===== src/rtl/sc_pkg.sv =====
package sc_pkg;

    localparam int unsigned ADDR_W = 6;
    localparam int unsigned DATA_W = 16;

    localparam logic [ADDR_W-1:0] OFS_MODE   = 6'h00;
    localparam logic [ADDR_W-1:0] OFS_RATE   = 6'h04;
    localparam logic [ADDR_W-1:0] OFS_CTRL   = 6'h08;
    localparam logic [ADDR_W-1:0] OFS_TXD    = 6'h0C;
    localparam logic [ADDR_W-1:0] OFS_STAT   = 6'h10;
    localparam logic [ADDR_W-1:0] OFS_RXD    = 6'h14;
    localparam logic [ADDR_W-1:0] OFS_FCTL   = 6'h18;
    localparam logic [ADDR_W-1:0] OFS_RXCNT  = 6'h1C;
    localparam logic [ADDR_W-1:0] OFS_PORT   = 6'h20;
    localparam logic [ADDR_W-1:0] OFS_LSTAT  = 6'h24;

    localparam logic [7:0] MODE_MASK = 8'h7B;
    localparam logic [7:0] CTRL_MASK = 8'hFA;
    localparam logic [7:0] PORT_MASK = 8'hF3;

    localparam logic [7:0] RATE_RST = 8'hFF;
    localparam logic [7:0] CTRL_RST = 8'h20;

    // control bit positions
    localparam int unsigned CB_RE  = 4;
    localparam int unsigned CB_TE  = 5;
    localparam int unsigned CB_RIE = 6;
    localparam int unsigned CB_TIE = 7;

    // status bit positions
    localparam int unsigned SB_TEND = 6;
    localparam int unsigned SB_TDE  = 5;
    localparam int unsigned SB_BRK  = 4;
    localparam int unsigned SB_RDF  = 1;
    localparam int unsigned SB_DR   = 0;

    typedef enum logic [1:0] {
        TXS_DONE   = 2'd0,
        TXS_LOADED = 2'd1,
        TXS_EMPTY  = 2'd2,
        TXS_ENDED  = 2'd3
    } tx_state_e;

    function automatic tx_state_e tx_from_flags(input logic tde, input logic tend);
        unique case ({tde, tend})
            2'b11:   return TXS_DONE;
            2'b10:   return TXS_EMPTY;
            2'b01:   return TXS_ENDED;
            default: return TXS_LOADED;
        endcase
    endfunction

    function automatic int unsigned trig_level(input logic [1:0] sel, input int unsigned depth);
        int unsigned lvl;
        unique case (sel)
            2'd0:    lvl = 1;
            2'd1:    lvl = 4;
            2'd2:    lvl = 8;
            default: lvl = 14;
        endcase
        return (lvl > depth) ? depth : lvl;
    endfunction

    function automatic logic ofs_mapped(input logic [ADDR_W-1:0] a);
        return (a == OFS_MODE) || (a == OFS_RATE) || (a == OFS_CTRL) ||
               (a == OFS_TXD)  || (a == OFS_STAT) || (a == OFS_RXD)  ||
               (a == OFS_FCTL) || (a == OFS_RXCNT) || (a == OFS_PORT) ||
               (a == OFS_LSTAT);
    endfunction

endpackage


===== src/rtl/sc_cfg_regs.sv =====
module sc_cfg_regs
    import sc_pkg::*;
(
    input  logic              clk,
    input  logic              rst_n,
    input  logic              wr_mode,
    input  logic              wr_rate,
    input  logic              wr_ctrl,
    input  logic              wr_fctl,
    input  logic              wr_port,
    input  logic [DATA_W-1:0] wdata,
    output logic [7:0]        mode_q,
    output logic [7:0]        rate_q,
    output logic [7:0]        ctrl_q,
    output logic [DATA_W-1:0] fctl_q,
    output logic [7:0]        port_q
);

    always_ff @(posedge clk) begin
        if (!rst_n) begin
            mode_q <= '0;
            rate_q <= RATE_RST;
            ctrl_q <= CTRL_RST;
            fctl_q <= '0;
            port_q <= '0;
        end else begin
            if (wr_mode) mode_q <= wdata[7:0] & MODE_MASK;
            if (wr_rate) rate_q <= wdata[7:0];
            if (wr_ctrl) ctrl_q <= wdata[7:0] & CTRL_MASK;
            if (wr_fctl) fctl_q <= wdata;
            if (wr_port) port_q <= wdata[7:0] & PORT_MASK;
        end
    end

endmodule


===== src/rtl/sc_tx_flags.sv =====
module sc_tx_flags
    import sc_pkg::*;
(
    input  logic       clk,
    input  logic       rst_n,
    input  logic       txd_wr,
    input  logic [7:0] txd_byte,
    input  logic       ctrl_wr,
    input  logic       ctrl_te_w,
    input  logic       stat_wr,
    input  logic       keep_tde,
    input  logic       keep_tend,
    input  logic       stat_rd,
    input  logic       te,
    output logic       tde,
    output logic       tend,
    output logic       tx_valid,
    output logic [7:0] tx_data
);

    tx_state_e st_q, st_d;

    // state register
    always_ff @(posedge clk) begin
        if (!rst_n) st_q <= TXS_DONE;
        else        st_q <= st_d;
    end

    // transitions; the bus performs at most one access per cycle
    always_comb begin
        st_d = st_q;
        unique case (st_q)
            TXS_DONE: begin
                if (txd_wr)       st_d = TXS_ENDED;
                else if (stat_wr) st_d = tx_from_flags(keep_tde, keep_tend);
            end
            TXS_LOADED: begin
                if (ctrl_wr && !ctrl_te_w) st_d = TXS_ENDED;
                else if (stat_rd && te)    st_d = TXS_DONE;
            end
            TXS_EMPTY: begin
                if (txd_wr)                st_d = TXS_LOADED;
                else if (ctrl_wr && !ctrl_te_w) st_d = TXS_DONE;
                else if (stat_wr)          st_d = tx_from_flags(keep_tde, 1'b0);
                else if (stat_rd && te)    st_d = TXS_DONE;
            end
            TXS_ENDED: begin
                if (stat_wr)               st_d = tx_from_flags(1'b0, keep_tend);
                else if (stat_rd && te)    st_d = TXS_DONE;
            end
            default: st_d = TXS_DONE;
        endcase
    end

    // flag outputs
    always_comb begin
        unique case (st_q)
            TXS_DONE:   begin tde = 1'b1; tend = 1'b1; end
            TXS_EMPTY:  begin tde = 1'b1; tend = 1'b0; end
            TXS_ENDED:  begin tde = 1'b0; tend = 1'b1; end
            default:    begin tde = 1'b0; tend = 1'b0; end
        endcase
    end

    // transmit stream strobe
    always_ff @(posedge clk) begin
        if (!rst_n) begin
            tx_valid <= 1'b0;
            tx_data  <= '0;
        end else begin
            tx_valid <= txd_wr;
            if (txd_wr) tx_data <= txd_byte;
        end
    end

endmodule


===== src/rtl/sc_rx_ctrl.sv =====
module sc_rx_ctrl
    import sc_pkg::*;
#(
    parameter int unsigned FIFO_DEPTH = 16,
    parameter int unsigned CW         = $clog2(FIFO_DEPTH + 1)
) (
    input  logic          clk,
    input  logic          rst_n,
    input  logic          rx_in_valid,
    input  logic [7:0]    rx_in_data,
    input  logic          re,
    input  logic          rie,
    input  logic [1:0]    trig_sel,
    input  logic [CW-1:0] fifo_count,
    input  logic          rxd_rd,
    input  logic          flush,
    input  logic          brk_event,
    input  logic          rx_stale,
    input  logic          ctrl_wr,
    input  logic          ctrl_rie_w,
    input  logic          stat_wr,
    input  logic          keep_brk,
    input  logic          keep_rdf,
    input  logic          keep_dr,
    output logic          fifo_push,
    output logic [7:0]    fifo_push_data,
    output logic          fifo_pop,
    output logic          rdf,
    output logic          dr,
    output logic          brk,
    output logic          rx_irq
);

    localparam int unsigned EW = CW + 1;

    logic [EW-1:0] cnt_after;
    logic [EW-1:0] trig;
    logic          reach;
    logic          rdf_d, dr_d, brk_d, irq_d;

    assign trig           = EW'(trig_level(trig_sel, FIFO_DEPTH));
    assign fifo_push      = rx_in_valid && re && !flush && (fifo_count < CW'(FIFO_DEPTH));
    assign fifo_push_data = rx_in_data;
    assign fifo_pop       = rxd_rd && (fifo_count != '0);
    assign cnt_after      = {1'b0, fifo_count} + EW'(fifo_push) - EW'(fifo_pop);
    assign reach          = fifo_push && (cnt_after >= trig);

    always_comb begin
        rdf_d = rdf;
        if (stat_wr && !keep_rdf) rdf_d = 1'b0;
        if (flush)                          rdf_d = 1'b0;
        else if (reach)                     rdf_d = 1'b1;
        else if (fifo_pop && cnt_after < trig) rdf_d = 1'b0;

        dr_d = dr;
        if (stat_wr && !keep_dr) dr_d = 1'b0;
        if (rx_stale)            dr_d = 1'b1;

        brk_d = brk;
        if (stat_wr && !keep_brk) brk_d = 1'b0;
        if (brk_event)            brk_d = 1'b1;

        irq_d = rx_irq;
        if (ctrl_wr && !ctrl_rie_w)               irq_d = 1'b0;
        if (stat_wr && (!keep_rdf || !keep_dr))   irq_d = 1'b0;
        if (reach && rie)                         irq_d = 1'b1;
    end

    always_ff @(posedge clk) begin
        if (!rst_n) begin
            rdf    <= 1'b0;
            dr     <= 1'b0;
            brk    <= 1'b0;
            rx_irq <= 1'b0;
        end else begin
            rdf    <= rdf_d;
            dr     <= dr_d;
            brk    <= brk_d;
            rx_irq <= irq_d;
        end
    end

endmodule


===== src/rtl/sc_serial_regs.sv =====
module sc_serial_regs
    import sc_pkg::*;
#(
    parameter int unsigned FIFO_DEPTH = 16,
    parameter int unsigned CW         = $clog2(FIFO_DEPTH + 1)
) (
    input  logic              clk,
    input  logic              rst_n,
    input  logic              bus_wr,
    input  logic              bus_rd,
    input  logic [ADDR_W-1:0] bus_addr,
    input  logic [DATA_W-1:0] bus_wdata,
    output logic [DATA_W-1:0] bus_rdata,
    output logic              bus_rvalid,
    output logic              tx_valid,
    output logic [7:0]        tx_data,
    input  logic              rx_in_valid,
    input  logic [7:0]        rx_in_data,
    input  logic              brk_event,
    input  logic              rx_stale,
    output logic              fifo_push,
    output logic [7:0]        fifo_push_data,
    output logic              fifo_pop,
    output logic              fifo_flush,
    input  logic [CW-1:0]     fifo_count,
    input  logic [7:0]        fifo_head,
    output logic              rx_irq,
    output logic              tx_irq
);

    logic              rd;
    logic              w_mode, w_rate, w_ctrl, w_txd, w_stat, w_fctl, w_port;
    logic              r_stat, r_rxd;
    logic [7:0]        mode_q, rate_q, ctrl_q, port_q;
    logic [DATA_W-1:0] fctl_q;
    logic              tde, tend, rdf, dr, brk;
    logic [7:0]        stat_val;
    logic [DATA_W-1:0] rd_mux;
    logic [DATA_W-1:0] rdata_q;
    logic              rvalid_q;

    // decode: a write takes precedence over a read in the same cycle
    assign rd     = bus_rd && !bus_wr;
    assign w_mode = bus_wr && (bus_addr == OFS_MODE);
    assign w_rate = bus_wr && (bus_addr == OFS_RATE);
    assign w_ctrl = bus_wr && (bus_addr == OFS_CTRL);
    assign w_txd  = bus_wr && (bus_addr == OFS_TXD);
    assign w_stat = bus_wr && (bus_addr == OFS_STAT);
    assign w_fctl = bus_wr && (bus_addr == OFS_FCTL);
    assign w_port = bus_wr && (bus_addr == OFS_PORT);
    assign r_stat = rd && (bus_addr == OFS_STAT);
    assign r_rxd  = rd && (bus_addr == OFS_RXD);

    assign fifo_flush = w_fctl && bus_wdata[1];

    sc_cfg_regs u_cfg (
        .clk     (clk),
        .rst_n   (rst_n),
        .wr_mode (w_mode),
        .wr_rate (w_rate),
        .wr_ctrl (w_ctrl),
        .wr_fctl (w_fctl),
        .wr_port (w_port),
        .wdata   (bus_wdata),
        .mode_q  (mode_q),
        .rate_q  (rate_q),
        .ctrl_q  (ctrl_q),
        .fctl_q  (fctl_q),
        .port_q  (port_q)
    );

    sc_tx_flags u_tx (
        .clk       (clk),
        .rst_n     (rst_n),
        .txd_wr    (w_txd),
        .txd_byte  (bus_wdata[7:0]),
        .ctrl_wr   (w_ctrl),
        .ctrl_te_w (bus_wdata[CB_TE]),
        .stat_wr   (w_stat),
        .keep_tde  (bus_wdata[SB_TDE]),
        .keep_tend (bus_wdata[SB_TEND]),
        .stat_rd   (r_stat),
        .te        (ctrl_q[CB_TE]),
        .tde       (tde),
        .tend      (tend),
        .tx_valid  (tx_valid),
        .tx_data   (tx_data)
    );

    sc_rx_ctrl #(
        .FIFO_DEPTH (FIFO_DEPTH),
        .CW         (CW)
    ) u_rx (
        .clk            (clk),
        .rst_n          (rst_n),
        .rx_in_valid    (rx_in_valid),
        .rx_in_data     (rx_in_data),
        .re             (ctrl_q[CB_RE]),
        .rie            (ctrl_q[CB_RIE]),
        .trig_sel       (fctl_q[7:6]),
        .fifo_count     (fifo_count),
        .rxd_rd         (r_rxd),
        .flush          (fifo_flush),
        .brk_event      (brk_event),
        .rx_stale       (rx_stale),
        .ctrl_wr        (w_ctrl),
        .ctrl_rie_w     (bus_wdata[CB_RIE]),
        .stat_wr        (w_stat),
        .keep_brk       (bus_wdata[SB_BRK]),
        .keep_rdf       (bus_wdata[SB_RDF]),
        .keep_dr        (bus_wdata[SB_DR]),
        .fifo_push      (fifo_push),
        .fifo_push_data (fifo_push_data),
        .fifo_pop       (fifo_pop),
        .rdf            (rdf),
        .dr             (dr),
        .brk            (brk),
        .rx_irq         (rx_irq)
    );

    assign tx_irq = ctrl_q[CB_TIE];

    always_comb begin
        stat_val          = '0;
        stat_val[SB_TEND] = tend;
        stat_val[SB_TDE]  = tde;
        stat_val[SB_BRK]  = brk;
        stat_val[SB_RDF]  = rdf;
        stat_val[SB_DR]   = dr;
    end

    always_comb begin
        rd_mux = '0;
        unique case (bus_addr)
            OFS_MODE:  rd_mux = DATA_W'(mode_q);
            OFS_RATE:  rd_mux = DATA_W'(rate_q);
            OFS_CTRL:  rd_mux = DATA_W'(ctrl_q);
            OFS_STAT:  rd_mux = DATA_W'(stat_val);
            OFS_RXD:   rd_mux = (fifo_count != '0) ? DATA_W'(fifo_head) : '0;
            OFS_FCTL:  rd_mux = fctl_q;
            OFS_RXCNT: rd_mux = DATA_W'(fifo_count);
            OFS_PORT:  rd_mux = DATA_W'(port_q);
            default:   rd_mux = '0;
        endcase
    end

    always_ff @(posedge clk) begin
        if (!rst_n) begin
            rdata_q  <= '0;
            rvalid_q <= 1'b0;
        end else begin
            rvalid_q <= rd;
            if (rd) rdata_q <= rd_mux;
        end
    end

    assign bus_rdata  = rdata_q;
    assign bus_rvalid = rvalid_q;

endmodule


===== config.mk =====
export PLATFORM = sky130hd
export DESIGN_NAME = sc_serial_regs
export DESIGN_NICKNAME = d
export VERILOG_FILES = /design/src/rtl/sc_pkg.sv /design/src/rtl/sc_cfg_regs.sv /design/src/rtl/sc_tx_flags.sv /design/src/rtl/sc_rx_ctrl.sv /design/src/rtl/sc_serial_regs.sv
export SDC_FILE = /design/constraint.sdc
export NUM_CORES = 1
export LEC_CHECK = 0
export BUFFER_PORTS_ARGS = -buffer_cell sky130_fd_sc_hd__buf_2
export CAP_MARGIN = 20
export CORE_ASPECT_RATIO = 1.1
export CORE_MARGIN = 4
export CORE_UTILIZATION = 49
export CTS_CLUSTER_SIZE = 12
export DETAILED_ROUTE_END_ITERATION = 16
export GPL_TIMING_DRIVEN = 1
export PLACE_DENSITY = 0.83
export SKIP_CTS_REPAIR_TIMING = 1
export SLEW_MARGIN = 20
export SYNTH_ARGS = -nofsm -noshare
export SYNTH_HDL_FRONTEND = slang
export SYNTH_SLANG_ARGS = --single-unit

===== constraint.sdc =====
create_clock -name clk -period 4.5 [get_ports clk]
set_input_delay 0.9 -clock clk [delete_from_list [all_inputs] [get_ports clk]]
set_output_delay 0.9 -clock clk [all_outputs]
set_load 0.03 [all_outputs]

After elaboration in Yosys (flattened, before gate mapping)

Index checks and enable logic that the tools add are counted.

Word-level logic and storage cells: 110
Flip-flop bits (word level): 74
Output and inout port bits: 39

Add/subtract/negate cells: 2
Multiplexer cells: 28
Bitwise gates (word level): 1
Equality and inequality tests: 17
Reduce and logical (&&, ||, !) cells: 44
Magnitude comparators: 4

Operators with widths:

| cell                 | count |
|---|---|
| $pmux W16 S8         | 1 |
| $logic_and A1 B1 Y1  | 25 |
| $eq A6 B5 Y1 const B | 4 |
| $mux W2              | 10 |
| $eq A6 B4 Y1 const B | 2 |
| $mux W1              | 12 |
| $pmux W4 S3          | 1 |
| $eq A2 B2 Y1 const B | 5 |
| $mux W8              | 1 |
| $pmux W2 S4          | 1 |
| $logic_not A1 Y1     | 7 |
| $add A5 B1 Y6        | 1 |
| $eq A2 B1 Y1 const B | 3 |
| $eq A6 B3 Y1 const B | 1 |
| $eq A6 B6 Y1 const B | 1 |
| $ge A6 B6 Y1         | 1 |
| $logic_not A6 Y1     | 1 |
| $lt A6 B6 Y1         | 1 |
| $pmux W2 S3          | 1 |
| $reduce_bool A3 Y1   | 2 |
| $reduce_or A2 Y1     | 3 |
| $sub A6 B1 Y6        | 1 |
| $gt A4 B5 Y1 const B | 1 |
| $lt A5 B5 Y1 const B | 1 |
| 7 further kinds      | 9 |

Depth between registers and ports, before layout

Gate-level depths: netlist of run 1.

Depth after elaboration: 12
Depth in mapped cells: 18
Mapped depth without buffers: 16

Cells and area by module

From an unflattened synthesis of run 1, not the netlist that was laid out.

Cells, all modules: 455
Area total of the unflattened synthesis: 4,159.0 um^2

Modules (own cells, without submodules):

| module         | cells an instance | area an instance (um^2) | seq. area each (um^2) | times used |
|---|---|---|---|---|
| sc_cfg_regs    | 143               | 1,617.8                 | 840.8                 | 1 |
| sc_serial_regs | 166               | 1,291.2                 | 340.3                 | 1 |
| sc_tx_flags    | 68                | 629.4                   | 220.2                 | 1 |
| sc_rx_ctrl     | 78                | 620.6                   | 80.1                  | 1 |

Least setup slack after synthesis of run 1

OpenSTA, ideal clock, no wires.

Kind: input port to flip-flop
Start point: input bus_addr[4]
End point: register u_rx.rdf
Buffers on the path: 1
Cell stages on the path: 15
Arrival: 5.307 ns
Setup slack: -0.923 ns
Cell sequence: buf_2 or4b_4 nor4_1 ha_1 inv_1 ha_1 a21o_2 a21oi_1 xnor2_1 ha_1 or4_1 o41ai_2 a32o_2 nand3_1 a41o_1

RTL lines:

| element               | RTL line             | text |
|---|---|---|
| start, declared       | sc_serial_regs.sv:11 | `input logic [ADDR_W-1:0] bus_addr,` |
| $eq A6 B5 Y1 *        | sc_serial_regs.sv:52 | `assign r_rxd = rd && (bus_addr == OFS_RXD);` |
| $logic_and A1 B1 Y1 * | sc_serial_regs.sv:52 |  |
| $logic_and A1 B1 Y1 * | sc_rx_ctrl.sv:44     | `assign fifo_pop = rxd_rd && (fifo_count != '0);` |
| via fifo_pop          | sc_serial_regs.sv:23 | `output logic fifo_pop,` |
| $sub A6 B1 Y6         | sc_rx_ctrl.sv:45     | `assign cnt_after = {1'b0, fifo_count} + EW'(fifo_push) - EW'(fifo_pop);` |
| $lt A6 B6 Y1          | sc_rx_ctrl.sv:53     | `else if (fifo_pop && cnt_after < trig) rdf_d = 1'b0;` |
| $logic_and A1 B1 Y1   | sc_rx_ctrl.sv:53     |  |
| $mux W1               | sc_rx_ctrl.sv:53     |  |
| $mux W1               | sc_rx_ctrl.sv:52     | `else if (reach) rdf_d = 1'b1;` |
| end signal, assigned  | sc_rx_ctrl.sv:76     | `rdf <= rdf_d;` |
| end, declared         | sc_rx_ctrl.sv:28     | `output logic rdf,` |

Mark *: on every way through the listed nets, which the timed path passes. The rest lies on a longest branch.
A chain may end at the register's enable or synchronous reset.

Final worst setup path of run 1

Start point: input bus_addr[5]
End point: register u_rx.rdf

Longest elaborated chain between the ends: 12

Ends and longest elaborated chain:

| element                           | RTL line             | text |
|---|---|---|
| $eq A6 B5 Y1                      | sc_serial_regs.sv:49 | `assign w_fctl = bus_wr && (bus_addr == OFS_FCTL);` |
| $logic_and A1 B1 Y1               | sc_serial_regs.sv:49 |  |
| $logic_and A1 B1 Y1               | sc_serial_regs.sv:54 | `assign fifo_flush = w_fctl && bus_wdata[1];` |
| $logic_not A1 Y1                  | sc_rx_ctrl.sv:42     | `assign fifo_push = rx_in_valid && re && !flush && (fifo_count < CW'(FIFO_DEPTH));` |
| $logic_and A1 B1 Y1 (2 in series) | sc_rx_ctrl.sv:42     |  |
| $add A5 B1 Y6                     | sc_rx_ctrl.sv:45     |  |
| $sub A6 B1 Y6                     | sc_rx_ctrl.sv:45     |  |
| $lt A6 B6 Y1                      | sc_rx_ctrl.sv:53     |  |
| $logic_and A1 B1 Y1               | sc_rx_ctrl.sv:53     |  |
| $mux W1                           | sc_rx_ctrl.sv:53     |  |
| $mux W1                           | sc_rx_ctrl.sv:52     |  |

Parallel ways exist; a longest one is shown, timed or not.

==> run metrics, run 1 <==
status=completed; crit path time final=4.08 ns; Slew @ Worst Pin=0.902 ns; post-synth net total=537; Slew Limit Fails=0; synth top area cells=dfxtp_1 38%, nand2_1 9.1%, ha_1 6.2%; Placed Instances=622; largest net degree at the start of global routing=39; HPWL after DPL=8.12 mm; Vias=3718; Leak=1.88 nW; max cap viols=0; routed len/inst=17.2 um; Die Wd=92.6 um; final core utilization=0.598; Initial Util=0.510; Crit Path Class=input pin to flip-flop; Post-synth EDFFs=0; Total Power Consumption=1.49 mW; vias in the first global route=3545; CTS tree=built; Ports=89; Max-slew headroom=0.397; synthesized cell area=3860 um2; multi-input logic area=2160 um2; Root Driver=clkbuf_8; final wirelength=11.0 mm; CTS sink cnt=74; CTS Buf Count=9; Synth Register Bits=74; core box area=7560 um2; die height=101 um; fin cells=638; GRT Resource Usage Total=0.243; GP Congestion=1.00; register area share after synthesis=0.384; DIE AREA=9350 um2; Setup violations, final=0; area added between synthesis and finish=17.2%; startpoint type of the worst setup path=input pin; 1st-iter DRT viols=351; Layout Nets=598; drt pass-1 iters=5; Congestion Overflow GR=0; Ys Warns=0; layout cell share with drive strength beyond 1=0.225; clock skew=0.00846 ns; antenna violations before repair=0; mean number of vias per cell=5.83; FF+latch area=1480 um2; largest area contributor in the netlist=dfxtp_1; n_diodes=0; share of Yosys cell area claimed by the top area cell type=0.384; maximum vdd drop=222 uV; remaining routing DRC violations=0; Max Root-Sink Buffers=2; num rows=33; first-pass GRT wire length=17.9 mm; hold crit path type=flip-flop to flip-flop; H-tree depth=3; # port buffers=72; FFs w/ async S/R, synth=0; ys flop type=dfxtp_1; setup TNS=0 ns; Worst EP arrival=4.34 ns; Synth cell types=56; required time of the critical path=4.75 ns; Filler cells=664; CTS clock-pin slew for the worst setup and hold paths=0.08 ns; antenna-violating nets left=0; Max Fclk=245 MHz; Power Dens Cells=329 nW/um2; Worst Path Max Fanout=6; CP endpoint kind=flip-flop; RSZ-0062 raised after global routing=false; syn_area_per_cell=8.26 um2; Tcrit/Tclk final=0.908; Final Hold Fails=0; clk_lat worst skew=0.36 ns; Post-Syn Instances=467
==> worst max-delay path, cell delays in order <==
cell and delay, ns:
buf_2 0.15, or4b_4 0.61, nor4_4 0.31, ha_2 0.21, inv_1 0.06, ha_1 0.26, a21o_2 0.22, a21oi_2 0.15
xnor2_1 0.09, ha_1 0.22, or4_1 0.43, o41ai_2 0.22, a32o_2 0.22, a21oi_1 0.08, a41o_1 0.20
==> cell usage after synthesis, types with 4 or more instances <==
cell type and n:
dfxtp_1 74, clkbuf_1 16, mux2i_1 15, o21ai_0 16
nand2b_1 4, a221oi_1 8, buf_4 10, nor2b_1 7
nand2_1 93, inv_1 17, a222oi_1 4, nand3_1 27
a21oi_1 47, a31oi_1 4, a21boi_0 9, nor2_1 26
buf_2 7, a22oi_1 4, o21a_1 5, mux2_2 6
ha_1 19
==> logic make-up (layout without fill, tap and decap cells) <==
family | Yosys count | after routing | share of synthesized area
mux | 21 | 21 | 0.0565
buf+inv | 52 | 118 | 0.0646
xor+xnor | 4 | 4 | 0.00909
flops | 74 | 74 | 0.384
simple gates | 182 | 182 | 0.226
compound gates | 114 | 114 | 0.192
fa+ha+maj | 20 | 20 | 0.0668
==> area by class of cell <==
cell class                      count  share of cell area
Clock buffer                        9              0.0274
Clock inverter                      7              0.0188
Timing Repair Buffer               84               0.104
Tap cell                          105              0.0291
Inverter                           18              0.0150
Sequential cell                    74               0.328
Multi-Input combinational cell    341               0.478
==> cell usage in the layout, fill, tap and decap left out, drive strengths merged, types with 4 or more instances in the layout <==
cell / netlist / layout
ha: 19 / 19
a221oi: 8 / 8
o21ai: 16 / 16
a21oi: 47 / 47
a21boi: 9 / 9
a22oi: 4 / 4
clkbuf: 16 / 9
mux2i: 15 / 15
nor2: 26 / 26
nand2b: 4 / 4
o21a: 5 / 5
nand2: 93 / 93
a222oi: 4 / 4
dfxtp: 74 / 74
nand3: 27 / 27
a31oi: 4 / 4
inv: 18 / 22
mux2: 6 / 6
nor2b: 7 / 7
buf: 18 / 84
==> per-layer routing <==
| metal | up-vias | part of all wire | GRT usage |
|---|---|---|---|
| met1 | 1760 | 0.39 | 0.304 |
| met3 | 25 | 0.089 | 0.0583 |
| met4 | 0 | 0.027 | 0.0949 |
| li1 | 1752 | - | - |
| met5 | - | 0 | 0 |
| met2 | 181 | 0.49 | 0.403 |
==> sequential cells by signal, indices dropped and copies added, names as in the netlist <==
| register | cells |
|---|---|
| bus_rdata | 16 |
| bus_rvalid | 1 |
| u_tx.st_q | 2 |
| u_tx.tx_valid | 1 |
| u_cfg.ctrl_q | 6 |
| u_cfg.port_q | 6 |
| u_cfg.rate_q | 8 |
| u_rx.brk | 1 |
| u_tx.tx_data | 8 |
| u_rx.rx_irq | 1 |
| u_rx.rdf | 1 |
| u_cfg.mode_q | 6 |
| u_rx.dr | 1 |
| u_cfg.fctl_q | 16 |
==> worst paths after layout <==
path              cells past startpoint            to             from  slack [ns]
hold / removal                        2  bus_rdata[9]     bus_rdata[9]        0.45
hold reg to reg                       2  bus_rdata[9]     bus_rdata[9]        0.45
setup reg to reg                     15      u_rx.rdf  u_cfg.ctrl_q[4]        1.21
setup / recovery                     15      u_rx.rdf      bus_addr[5]        0.42
==> metrics by stage <==
stage	hold slack, ns	setup WS, ns	area (um2)
3_3_place_gp	0.440	0.166	4280
5_1_grt	0.466	0.219	4520
3_5_place_dp	0.441	0.0598	4310
6_report	0.450	0.415	4520
4_1_cts	0.452	0.441	4520
2_1_floorplan	0.434	0.00162	3890
==> where the power goes <==
group	switching, mW	internal [mW]
logic	0.162	0.102
registers	0.0126	0.670
clock network	0.274	0.267
total	0.448	1.04
Note: power is estimated with default switching activity, not from simulation.
==> inputs of run 2 (changes only) <==
CORE_UTILIZATION = 38   (was 49)
PLACE_DENSITY = 0.68   (was 0.83)
REMOVE_ABC_BUFFERS = 1   (was not set)
==> run 2 against run 1 <==
Effect of this change: flip-flop and latch count stayed put; design area is 0.19% higher; setup slack lost 0.13 ns; clock power shrank 4%; critical endpoint unchanged.
==> run metrics, run 2 (same netlist as run 1, synthesis figures left out) <==
required time of the critical path=4.76 ns (about the same); Leak=1.91 nW (+1.3%); Vias=3705 (-0.35%); Clock Power Share=0.356 (-0.008); num rows=38 (+15%); Congestion Overflow GR=0 (unchanged); commonest non-fill, non-tap cell in the layout=nand2_1; Slew @ Worst Pin=0.845 ns (-0.0563 ns); startpoint type of the worst setup path=input pin; Max Fclk=237 MHz (-3.1%); CTS clock-pin slew for the worst setup and hold paths=0.08 ns (about the same); Final Hold Fails=0 (unchanged); Worst EP arrival=4.47 ns (+0.13 ns); # port buffers=72 (unchanged); switching pwr=0.435 mW (-3.1%); Cell Int Power=1.03 mW (-0.71%); crit-path max cell delay=0.53 ns (-0.08 ns); Comb pwr share=0.179 (+0.002); drt pass-1 iters=5 (unchanged); maximum vdd drop=162 uV (-27%); mean number of vias per cell=5.61 (-3.8%); largest net degree at the start of global routing=39 (unchanged); 1st-iter DRT viols=405 (+15%); DIE AREA=11800 um2 (+26%); FF+latch area=1480 um2 (unchanged); remaining routing DRC violations=0 (unchanged); HPWL after DPL=8.44 mm (+4.0%); Total Power Consumption=1.47 mW (-1.4%); die height=114 um (+12%); worst reg2reg path startpoint=u_cfg.ctrl_q[4]; Filler cells=1008 (+52%); most frequent cells in the layout=93 x nand2_1, 74 x dfxtp_1, 72 x buf_2; Worst Path Max Fanout=2 (-4); Root Driver=clkbuf_8; FF-to-FF path depth=15 (unchanged); vias in the first global route=3538 (-0.20%); Initial Util=0.390 (-0.120); multi-input logic area=2130 um2 (-1.6%); antenna-violating nets left=0 (unchanged); status=completed; hold crit path type=flip-flop to flip-flop; Max-slew headroom=0.434 (+0.0376); CP endpoint kind=flip-flop; core box area=9890 um2 (+31%); flop-to-flop setup slack=1.19 ns (-0.02 ns); Hold Path End=u_cfg.fctl_q[0]; crit path time final=4.22 ns (+0.131 ns); max cap viols=0 (unchanged); RR Endpoint=u_rx.rdf; Tcrit/Tclk final=0.937 (+0.0292); Slew Limit Fails=0 (unchanged); first-pass GRT wire length=18.7 mm (+4.4%); H-tree depth=3 (unchanged); area added between synthesis and finish=17.4%; CTS tree=built; Seq pwr share=0.465 (+0.006); worst setup margin=0.284 ns (-0.131 ns); Setup violations, final=0 (unchanged); final wirelength=11.5 mm (+5.1%); n_diodes=0 (unchanged); most used cell, CP=ha_1; GRT Resource Usage Total=0.198 (-0.0447); Ports=89 (unchanged); dpl ws=-0.129 ns (-0.189 ns); CTS Buf Count=9 (unchanged); Die Wd=104 um (+12%); worst hold slack=0.458 ns (+0.00795 ns); sw frac=0.296 (-0.00508); layout cell share with drive strength beyond 1=0.227 (+0.00222); CP cell instances=buf_2 -> or4b_4 -> nor4_1 -> ha_1 -> inv_1 -> ha_1 -> a21o_2 -> a21oi_1 -> xnor2_1 -> ha_1 -> or4_1 -> o41ai_2 -> a32o_2 -> nand3_1 -> a41o_1; Hold Path Stages=2 (unchanged); clock skew=0.0116 ns (+0.00317 ns); Hold Path Origin=u_cfg.fctl_q[0]; CTS sink cnt=74 (unchanged); routed len/inst=17.5 um (+1.4%); antenna violations before repair=0 (unchanged); Slowest cell on crit path=or4b_4; setup TNS=0 ns (unchanged); Layout Nets=606 (+1.3%); Power Dens Cells=324 nW/um2 (-1.6%); RSZ-0062 raised after global routing=false; Placed Instance Area=4340 um2 (+0.58%); Crit Path Class=input pin to flip-flop; Max Root-Sink Buffers=2 (unchanged); clk_lat worst skew=0.37 ns (about the same); GP Congestion=0.882 (-12%); design area=4530 um2 (+0.19%)
[run 2: worst max-delay path by stage]
| stage | cells past startpoint | end | start |
|---|---|---|---|
| 4_1_cts | 15 | u_rx.rdf | bus_addr[5] |
| 3_5_place_dp | 15 | u_rx.rdf | bus_addr[5] |
| 2_1_floorplan | 14 | u_rx.rdf | bus_addr[5] |
| 5_1_grt | 15 | u_rx.rdf | bus_addr[5] |
| 3_3_place_gp | 15 | u_rx.rdf | bus_addr[5] |
| 6_report | 15 | u_rx.rdf | bus_addr[5] |
[run 2: power groups by stage]
stage          Clock, mW  Combinational (mW)  Sequential (mW)
2_1_floorplan          0               0.149            0.704
3_3_place_gp           0               0.251            0.697
3_5_place_dp           0               0.258            0.698
4_1_cts            0.526               0.259            0.682
5_1_grt            0.553               0.291            0.685
6_report           0.522               0.262            0.683
[run 2: per-layer routing]
metal | global-route usage | share of wire | vias up
met5 | 0 | 0 | -
met4 | 0.0718 | 0.021 | 0
met3 | 0.0379 | 0.065 | 20
met2 | 0.329 | 0.48 | 169
met1 | 0.257 | 0.44 | 1754
li1 | - | - | 1762
[run 2: critical path, delay by kind of cell]
family / cells / cell delay (ns)
compound gates: 5 / 1.15
xor+xnor: 1 / 0.08
buf+inv: 2 / 0.17
simple gates: 4 / 1.46
fa+ha+maj: 3 / 0.70
[run 2: through the flow]
step / utilization / instances
after floorplan: - / 433
after global placement: 0.438 / 645
after detailed placement: 0.438 / 645
after CTS: 0.458 / 661
after global routing: 0.458 / 661
final: 0.458 / 661
[run 2: layout make-up]
class	count	area share
Multi-Input combinational cell	341	0.469
Inverter	18	0.0149
Clock buffer	10	0.0282
Clock inverter	6	0.0144
Timing Repair Buffer	92	0.113
Tap cell	120	0.0332
Sequential cell	74	0.327
